**src/rtl/flash_stat_pkg.sv**
```systemverilog
package flash_stat_pkg;

  typedef struct packed {
    logic       dpoll;      // bit 7
    logic       tog_all;    // bit 6
    logic       fail;       // bit 5
    logic       rsv4;       // bit 4
    logic       erase_tmr;  // bit 3
    logic       tog_sec;    // bit 2
    logic [1:0] rsv;        // bits 1:0
  } stat_byte_t;

  typedef enum logic [1:0] {
    VIEW_ARRAY,
    VIEW_PROG,
    VIEW_ERASE,
    VIEW_SUSP
  } view_e;

endpackage

```
**src/rtl/fsg_rst_sync.sv**
```systemverilog
module fsg_rst_sync #(
  parameter int STAGES = 2
) (
  input  logic clk,
  input  logic rst_n,
  output logic rst_sync_n
);
  logic [STAGES-1:0] sync_q;

  always_ff @(posedge clk or negedge rst_n) begin
    if (!rst_n) sync_q <= '0;
    else        sync_q <= {sync_q[STAGES-2:0], 1'b1};
  end

  assign rst_sync_n = sync_q[STAGES-1];
endmodule

```
**src/rtl/fsg_toggle.sv**
```systemverilog
module fsg_toggle (
  input  logic clk,
  input  logic rst_n,
  input  logic rd_stb,
  input  logic adv_all,
  input  logic adv_sec,
  output logic stb_rise,
  output logic tog_all,
  output logic tog_sec
);
  logic stb_q;
  logic tog_all_d, tog_sec_d;

  assign stb_rise = rd_stb & ~stb_q;

  always_comb begin
    tog_all_d = tog_all;
    tog_sec_d = tog_sec;
    if (stb_rise && adv_all) tog_all_d = ~tog_all;
    if (stb_rise && adv_sec) tog_sec_d = ~tog_sec;
  end

  always_ff @(posedge clk or negedge rst_n) begin
    if (!rst_n) begin
      stb_q   <= 1'b0;
      tog_all <= 1'b0;
      tog_sec <= 1'b0;
    end else begin
      stb_q   <= rd_stb;
      tog_all <= tog_all_d;
      tog_sec <= tog_sec_d;
    end
  end
endmodule

```
**src/rtl/fsg_hold_timer.sv**
```systemverilog
module fsg_hold_timer #(
  parameter int CYCLES = 400
) (
  input  logic clk,
  input  logic rst_n,
  input  logic start,
  output logic active
);
  localparam int CW = $clog2(CYCLES + 1);
  localparam logic [CW-1:0] LOAD = CW'(CYCLES);

  logic [CW-1:0] cnt_q, cnt_d;
  logic          cnt_en;

  assign active = (cnt_q != '0);
  assign cnt_en = start | active;

  always_comb begin
    if (start) cnt_d = LOAD;
    else       cnt_d = cnt_q - 1'b1;
  end

  always_ff @(posedge clk or negedge rst_n) begin
    if (!rst_n)      cnt_q <= '0;
    else if (cnt_en) cnt_q <= cnt_d;
  end
endmodule

```
**src/rtl/fsg_fail_latch.sv**
```systemverilog
module fsg_fail_latch (
  input  logic clk,
  input  logic rst_n,
  input  logic set,
  input  logic clr,
  output logic fail_q
);
  logic fail_d;

  always_comb begin
    fail_d = fail_q;
    if (clr) fail_d = 1'b0;
    if (set) fail_d = 1'b1;
  end

  always_ff @(posedge clk or negedge rst_n) begin
    if (!rst_n) fail_q <= 1'b0;
    else        fail_q <= fail_d;
  end
endmodule

```
**src/rtl/flash_status_gen.sv**
```systemverilog
module flash_status_gen
  import flash_stat_pkg::*;
#(
  parameter int AW             = 19,
  parameter int NSEC           = 8,
  parameter int PROT_PROG_CYC  = 400,
  parameter int PROT_ERASE_CYC = 20000
) (
  input  logic            clk,
  input  logic            rst_n,
  input  logic            rd_stb,
  input  logic [AW-1:0]   rd_addr,
  input  logic [7:0]      array_data,
  input  logic            prog_busy,
  input  logic            erase_busy,
  input  logic            erase_window,
  input  logic            erase_susp,
  input  logic [7:0]      prog_datum,
  input  logic [NSEC-1:0] sector_mask,
  input  logic            limit_exceeded,
  input  logic            reset_cmd,
  input  logic            prot_prog_start,
  input  logic            prot_erase_start,
  output logic [7:0]      rd_data
);
  localparam int SEC_W = (NSEC > 1) ? $clog2(NSEC) : 1;

  logic             rst_sync_n;
  logic             pp_act, pe_act;
  logic             prog_act, erase_act;
  logic             in_sel;
  logic             adv_all, adv_sec;
  logic             stb_rise, tog_all, tog_sec;
  logic             fail_q;
  logic [SEC_W-1:0] sec_idx;
  view_e            view;
  stat_byte_t       stat;

  fsg_rst_sync #(.STAGES(2)) i_rst_sync (
    .clk(clk), .rst_n(rst_n), .rst_sync_n(rst_sync_n)
  );

  fsg_hold_timer #(.CYCLES(PROT_PROG_CYC)) i_pp_timer (
    .clk(clk), .rst_n(rst_sync_n), .start(prot_prog_start), .active(pp_act)
  );

  fsg_hold_timer #(.CYCLES(PROT_ERASE_CYC)) i_pe_timer (
    .clk(clk), .rst_n(rst_sync_n), .start(prot_erase_start), .active(pe_act)
  );

  fsg_fail_latch i_fail (
    .clk(clk), .rst_n(rst_sync_n), .set(limit_exceeded), .clr(reset_cmd),
    .fail_q(fail_q)
  );

  // Sector decode: a single sector uses no address bits.
  generate
    if (NSEC > 1) begin : g_multi_sec
      assign sec_idx = rd_addr[AW-1 -: SEC_W];
    end else begin : g_one_sec
      logic unused_addr;
      assign unused_addr = ^rd_addr;
      assign sec_idx     = 1'b0;
    end
  endgenerate

  assign in_sel    = sector_mask[sec_idx];
  assign prog_act  = prog_busy | pp_act;
  assign erase_act = erase_busy | erase_window | pe_act;
  assign adv_all   = prog_act | erase_act;
  assign adv_sec   = ~prog_act & (erase_act | erase_susp) & in_sel;

  fsg_toggle i_toggle (
    .clk(clk), .rst_n(rst_sync_n), .rd_stb(rd_stb),
    .adv_all(adv_all), .adv_sec(adv_sec),
    .stb_rise(stb_rise), .tog_all(tog_all), .tog_sec(tog_sec)
  );

  always_comb begin
    if (prog_act)                 view = VIEW_PROG;
    else if (erase_act)           view = VIEW_ERASE;
    else if (erase_susp && in_sel) view = VIEW_SUSP;
    else                          view = VIEW_ARRAY;
  end

  always_comb begin
    stat           = '0;
    stat.tog_all   = tog_all;
    stat.tog_sec   = tog_sec;
    stat.fail      = fail_q;
    unique case (view)
      VIEW_PROG:  stat.dpoll = ~prog_datum[7];
      VIEW_ERASE: begin
        stat.dpoll     = 1'b0;
        stat.erase_tmr = erase_busy | pe_act;
      end
      VIEW_SUSP:  stat.dpoll = 1'b1;
      default:    stat.dpoll = 1'b0;
    endcase
  end

  assign rd_data = (view == VIEW_ARRAY) ? array_data : stat;
endmodule

```
**config.mk**
```make
export PLATFORM = sky130hd
export DESIGN_NAME = flash_status_gen
export DESIGN_NICKNAME = d
export VERILOG_FILES = /design/src/rtl/flash_stat_pkg.sv /design/src/rtl/fsg_rst_sync.sv /design/src/rtl/fsg_toggle.sv /design/src/rtl/fsg_hold_timer.sv /design/src/rtl/fsg_fail_latch.sv /design/src/rtl/flash_status_gen.sv
export SDC_FILE = /design/constraint.sdc
export NUM_CORES = 1
export LEC_CHECK = 0
export CORE_MARGIN = 2
export CORE_UTILIZATION = 41
export CTS_CLUSTER_SIZE = 20
export DETAILED_ROUTE_END_ITERATION = 8
export PLACE_DENSITY = 0.72
export REMOVE_ABC_BUFFERS = 1
export SLEW_MARGIN = 10
export SYNTH_ARGS = -nofsm -noshare
export SYNTH_HDL_FRONTEND = slang
export SYNTH_SLANG_ARGS = --single-unit
```
**constraint.sdc**
```tcl
create_clock -name clk -period 3.2 [get_ports clk]
set_clock_uncertainty 0.05 [all_clocks]
set_input_delay 0.48 -clock clk [delete_from_list [all_inputs] [get_ports clk]]
set_output_delay 0.48 -clock clk [all_outputs]
set_load 0.005 [all_outputs]
```
# Word-level counts from Yosys, hierarchy flattened
# Cells that the tools add are included.
dict set report totals {
  register_bits 30
  elab_cells 48
}
dict set report op_classes {
  reduce_logical 7
  muxes 12
  eq_ne 3
  bitwise 16
  addsub 2
  magnitude_cmp 1
}
# cell count
set op_table {}
lappend op_table {{$mux W15} 1}
lappend op_table {{$reduce_bool A15 Y1} 1}
lappend op_table {{$sub A15 B1 Y15 const B} 1}
lappend op_table {{$mux W9} 1}
lappend op_table {{$reduce_bool A9 Y1} 1}
lappend op_table {{$sub A9 B1 Y9 const B} 1}
lappend op_table {{$mux W8} 1}
lappend op_table {{$or A1 B1 Y1} 8}
lappend op_table {{$mux W2} 3}
lappend op_table {{$not A1 Y1} 5}
lappend op_table {{$eq A2 B2 Y1 const B} 2}
lappend op_table {{$lt A3 B4 Y1 const B} 1}
lappend op_table {{$mux W1} 4}
lappend op_table {{$and A1 B1 Y1} 3}
lappend op_table {{$bmux W1 S3} 1}
lappend op_table {{$logic_and A1 B1 Y1} 3}
lappend op_table {{$eq A2 B1 Y1 const B} 1}
lappend op_table {{$logic_not A2 Y1} 1}
lappend op_table {{$pmux W1 S2} 1}
lappend op_table {{$reduce_bool A2 Y1} 1}

# Depth between registers and ports, before layout
dict set report depth {
  depth_word 9
  depth_mapped 9
  ltp_nobuf 7
}

# Modules after synthesis
# Synthesis repeated with hierarchy kept, for this count alone.
dict set report hier_totals {
  hier_cells 166
  hier_area_um2 1695.4
}
# module instances area_per_inst_um2 cells_per_inst
set modules_own_cells {}
lappend modules_own_cells {{fsg_hold_timer at i_pe_timer} 1 809.5 84}
lappend modules_own_cells {{fsg_hold_timer at i_pp_timer} 1 486.7 51}
lappend modules_own_cells {flash_status_gen 1 192.7 17}
lappend modules_own_cells {fsg_toggle 1 116.4 8}
lappend modules_own_cells {fsg_rst_sync 1 53.8 3}
lappend modules_own_cells {fsg_fail_latch 1 36.3 3}

# Worst setup path after synthesis
# OpenSTA, ideal clock, no wires.
dict set report synth_path {
  path_kind {register to output}
  start {register i_pe_timer.cnt_q[0]}
  end {output rd_data[2]}
  path_stages_with_launch 9
  path_slack_ns 0.554
  arrival_ns 2.116
  t_required_ns 2.670
  path_cell_list {dfrtp_1 > inv_1 > ha_1 > buf_2 > nor4b_1 > nand4_1 > or4b_4 > a21o_1 > mux2_4}
}
dict set report synth_via {
  elab_chain_cells 6
}
# item line
set synth_rtl {}
lappend synth_rtl {{from (decl)} fsg_hold_timer.sv:12} ;# logic [CW-1:0] cnt_q, cnt_d;
lappend synth_rtl {{from (signal assigned)} fsg_hold_timer.sv:25} ;# else if (cnt_en) cnt_q <= cnt_d;
lappend synth_rtl {{$reduce_bool A15 Y1} fsg_hold_timer.sv:15} ;# assign active = (cnt_q != '0);
lappend synth_rtl {{$or A1 B1 Y1} flash_status_gen.sv:69} ;# assign erase_act = erase_busy | erase_window | pe_act;
lappend synth_rtl {{$mux W2} flash_status_gen.sv:81} ;# else if (erase_act) view = VIEW_ERASE;
lappend synth_rtl {{$mux W2} flash_status_gen.sv:80} ;# if (prog_act) view = VIEW_PROG;
lappend synth_rtl {{$logic_not A2 Y1} flash_status_gen.sv:102} ;# assign rd_data = (view == VIEW_ARRAY) ? array_data : stat;
lappend synth_rtl {{$mux W8} flash_status_gen.sv:102}
lappend synth_rtl {{to (decl)} flash_status_gen.sv:24} ;# output logic [7:0] rd_data
# No other way between the ends.

# Worst setup path after layout
dict set report layout_path {
  start {register i_pe_timer.cnt_q[0]}
  end {output rd_data[6]}
}
# The elaborated chain is that of the path after synthesis.

==> qor.csv <==
metric;value;unit
f_max;311;MHz
drt pass-1 iters;4;
Post-DP Area;0.00219;mm^2
largest net degree at the start of global routing;19;
placed cells;259;
Die Width;68.2;um
yosys warns;0;
Worst setup EP type;output port;
leak pwr;1.01;nW
drt drc;0;
Vias/cell;5.05;
first-pass GRT wire length;5870;um
CTS max path bufs;2;
Min-Delay Path Class;flop to asynchronous set/reset pin;
layout cells sized above 1;22.9;%
GPL Wtd Cong;0.768;
slowest stage cell, crit path;or4b_4;
pwr dens;427;mW/mm^2
Final Hold Fails;0;
htree depth;2;
Req. time, crit path;2.67;ns
Crit path largest cell delay;0.48;ns
EDFF count, synth;0;
Starting Density;42.5;%
sequential share of the synthesized area;44.4;%
cts hold-fix bufs;0;
nets@finish;282;
Slew @ Worst Pin;0.498;ns
Mapped Area;0.00169;mm^2
setup TNS;-0.0188;ns
failing checks;setup timing;
clock-pin slew on the worst setup and hold paths;0.06;ns
status;finished with violations;
worst setup path class;flop to output port;
Tmin final;3.21;ns
DR vias;1399;
vias in the first global route;1359;
total power;1.04;mW
Unique masters post-synth;43;
First DRT Iteration DRCs;21;
crit share post-route;100;%
cells after synthesis;165;
maximum VDD drop;0.243;mV
Setup WS pre-CTS;-0.253;ns
worst path cell trace;inv_1, ha_2, nor4b_4, nand4_1, buf_4, or4b_4, a21o_4, buf_4, mux2_4, clkbuf_2;
final core occ;61.1;%
total global routing overflow;0;
final wirelength;3600;um
post-route setup slack;-0.0118;ns
Final Setup Violations;2;
Rows;23;
CP bufs+invs;4;
WHS;0.125;ns
worst skew pair latency;0.29;ns
Post-DRT Antenna Nets;0;
core area;0.00397;mm^2
RSZ-0062 raised after global routing;yes;
Total GRT Usage;17.2;%
fin cells;277;
Synth Flop Type;dfrtp_1;
CTS Buf Count;5;
CP most frequent cell;buf_4;
WL/cell;13.0;um
Clock Sink Count;30;
Synth-to-Final Area Change;43.7;%
Root Driver;clkbuf_8;
Antenna diodes;0;
CP max FO;3;
post-route cell area;0.00243;mm^2
dpl hpwl;2550;um
Die Ht;68.2;um
number of synthesized register bits;30;
max_cap viols;0;
Final Slew Violations;0;
max_slew headroom;66.7;%
CP delay by family, top;simple AND/OR/NAND/NOR gates;
Synth Area per Inst;10.2;um^2
io pins;62;
initial antenna violation count;0;
IO Port Bufs;38;
Arr. time, crit path;2.68;ns
async set-or-reset flop fraction in the synthesized netlist;100;%
# fillers;336;
Die ar.;0.00465;mm^2
Critical Path Start Type;flop;
CTS tree;done;
==> worst register-to-register path, stage by stage (launching register included) <==
cell and delay, ns:
dfrtp_1 0.39, inv_1 0.07, ha_2 0.18, nor4b_4 0.19
nand4_1 0.18, buf_4 0.18, or4b_4 0.48, buf_4 0.15
nand2_1 0.06, xnor2_1 0.11
==> power by group <==
group / total [mW] / switching [mW] / internal, mW
Combinational: 0.244 / 0.0983 / 0.146
Sequential: 0.479 / 0.0565 / 0.423
Clock: 0.312 / 0.139 / 0.173
Total: 1.04 / 0.294 / 0.742
==> area by class of cell <==
cell class / instances / area [um^2] / share of cell area (%)
clock inverters: 1 / 5.00 / 0.206
multi-input cells: 124 / 977 / 40.3
repair buffers: 58 / 518 / 21.3
clock buffers: 7 / 86.3 / 3.56
inverters: 7 / 26.3 / 1.08
flip-flops and latches: 30 / 752 / 31.0
well taps: 50 / 62.6 / 2.58
==> state kept, by name, indices dropped and copies added, names as in the netlist <==
name / flops
i_pe_timer.cnt_q: 15
i_pp_timer.cnt_q: 9
i_rst_sync.sync_q: 2
i_fail.fail_q: 1
i_toggle.stb_q: 1
i_toggle.tog_all: 1
i_toggle.tog_sec: 1
==> what timing repair did <==
action / CTS / global route
resized for setup: 18 / 10
endpoints found under the setup margin: 7 / 6
pin swaps: 4 / 2
setup buffers: 6 / 4
==> synthesized netlist by cell type, types with 3 or more instances <==
master    count  area share (%)
a21o_1        3             1.3
a21oi_1       5             1.5
and2_1        4             1.5
dfrtp_1      30              44
inv_1         7             1.6
mux2_4        3             2.7
nand2_1       6             1.3
nand2b_1      7             2.6
nand3_1       3            0.89
nand3b_1      3             1.3
nand4_1       6             2.2
nand4b_1      3             1.6
nor2_1       23             5.1
nor3_1        4             1.2
nor3b_1       3             1.3
xnor2_1       7             3.6
xor2_1       12             6.2
==> kinds of logic after synthesis <==
| logic type | Yosys count | share of synthesized area, % |
|---|---|---|
| buffers and inverters | 11 | 2.59 |
| muxes | 6 | 4.59 |
| other | 1 | 0.222 |
| xor gates and xnor gates | 19 | 9.85 |
| DFF | 30 | 44.4 |
| AOI/OAI and AO/OA | 17 | 7.33 |
| and+or+nand+nor | 79 | 29.5 |
| adders and majority gates | 2 | 1.48 |
==> placed cells by master, fill, tap and decap left out, types with 2 or more instances in the layout <==
master,synthesis,routed
buf_4,0,19
dlygate4sd2_1,0,3
nand2_1,6,6
dfrtp_1,30,29
a211oi_1,2,2
mux2_2,2,2
nor2_1,23,23
a21o_1,3,2
nand4b_1,3,3
a21oi_1,5,5
nor4bb_1,2,2
nand3_1,3,3
a211o_1,2,2
inv_1,7,7
mux2_4,3,3
clkdlybuf4s50_1,0,31
or3_1,2,2
nor4b_4,0,2
clkbuf_8,0,6
and2_1,4,4
nand4_1,6,6
nand2b_1,7,7
nor3b_2,0,2
nor3_1,4,4
nand3b_1,3,3
nor2b_1,2,2
nor4_4,2,4
ha_2,0,2
xnor2_1,7,7
clkbuf_2,0,3
xor2_1,12,12
==> worst paths after layout <==
path | slack, ns | startpoint | cells after the start | to
setup / recovery | -0.01 | i_pe_timer.cnt_q[0] | 10 | rd_data[6]
hold / removal | 0.13 | i_rst_sync.sync_q[1] | 0 | i_pe_timer.cnt_q[14]
setup reg to reg | 1.09 | i_pe_timer.cnt_q[0] | 9 | i_toggle.tog_all
hold reg to reg | 0.13 | i_rst_sync.sync_q[1] | 0 | i_pe_timer.cnt_q[14]
max in group asynchronous | 2.37 | i_rst_sync.sync_q[1] | 1 | i_pe_timer.cnt_q[3]
min in group clk | 0.30 | i_rst_sync.sync_q[0] | 0 | i_rst_sync.sync_q[1]
==> per-layer routing <==
layer  vias up  wire length (um)  global-route usage [%]
met4         0                52                    6.00
met2        39              1670                    28.6
li1        697                 -                       -
met1       657              1550                    19.7
met5         -                 0                       0
met3         6               336                    7.57
No activity file was read; power rests on OpenSTA's default activity.
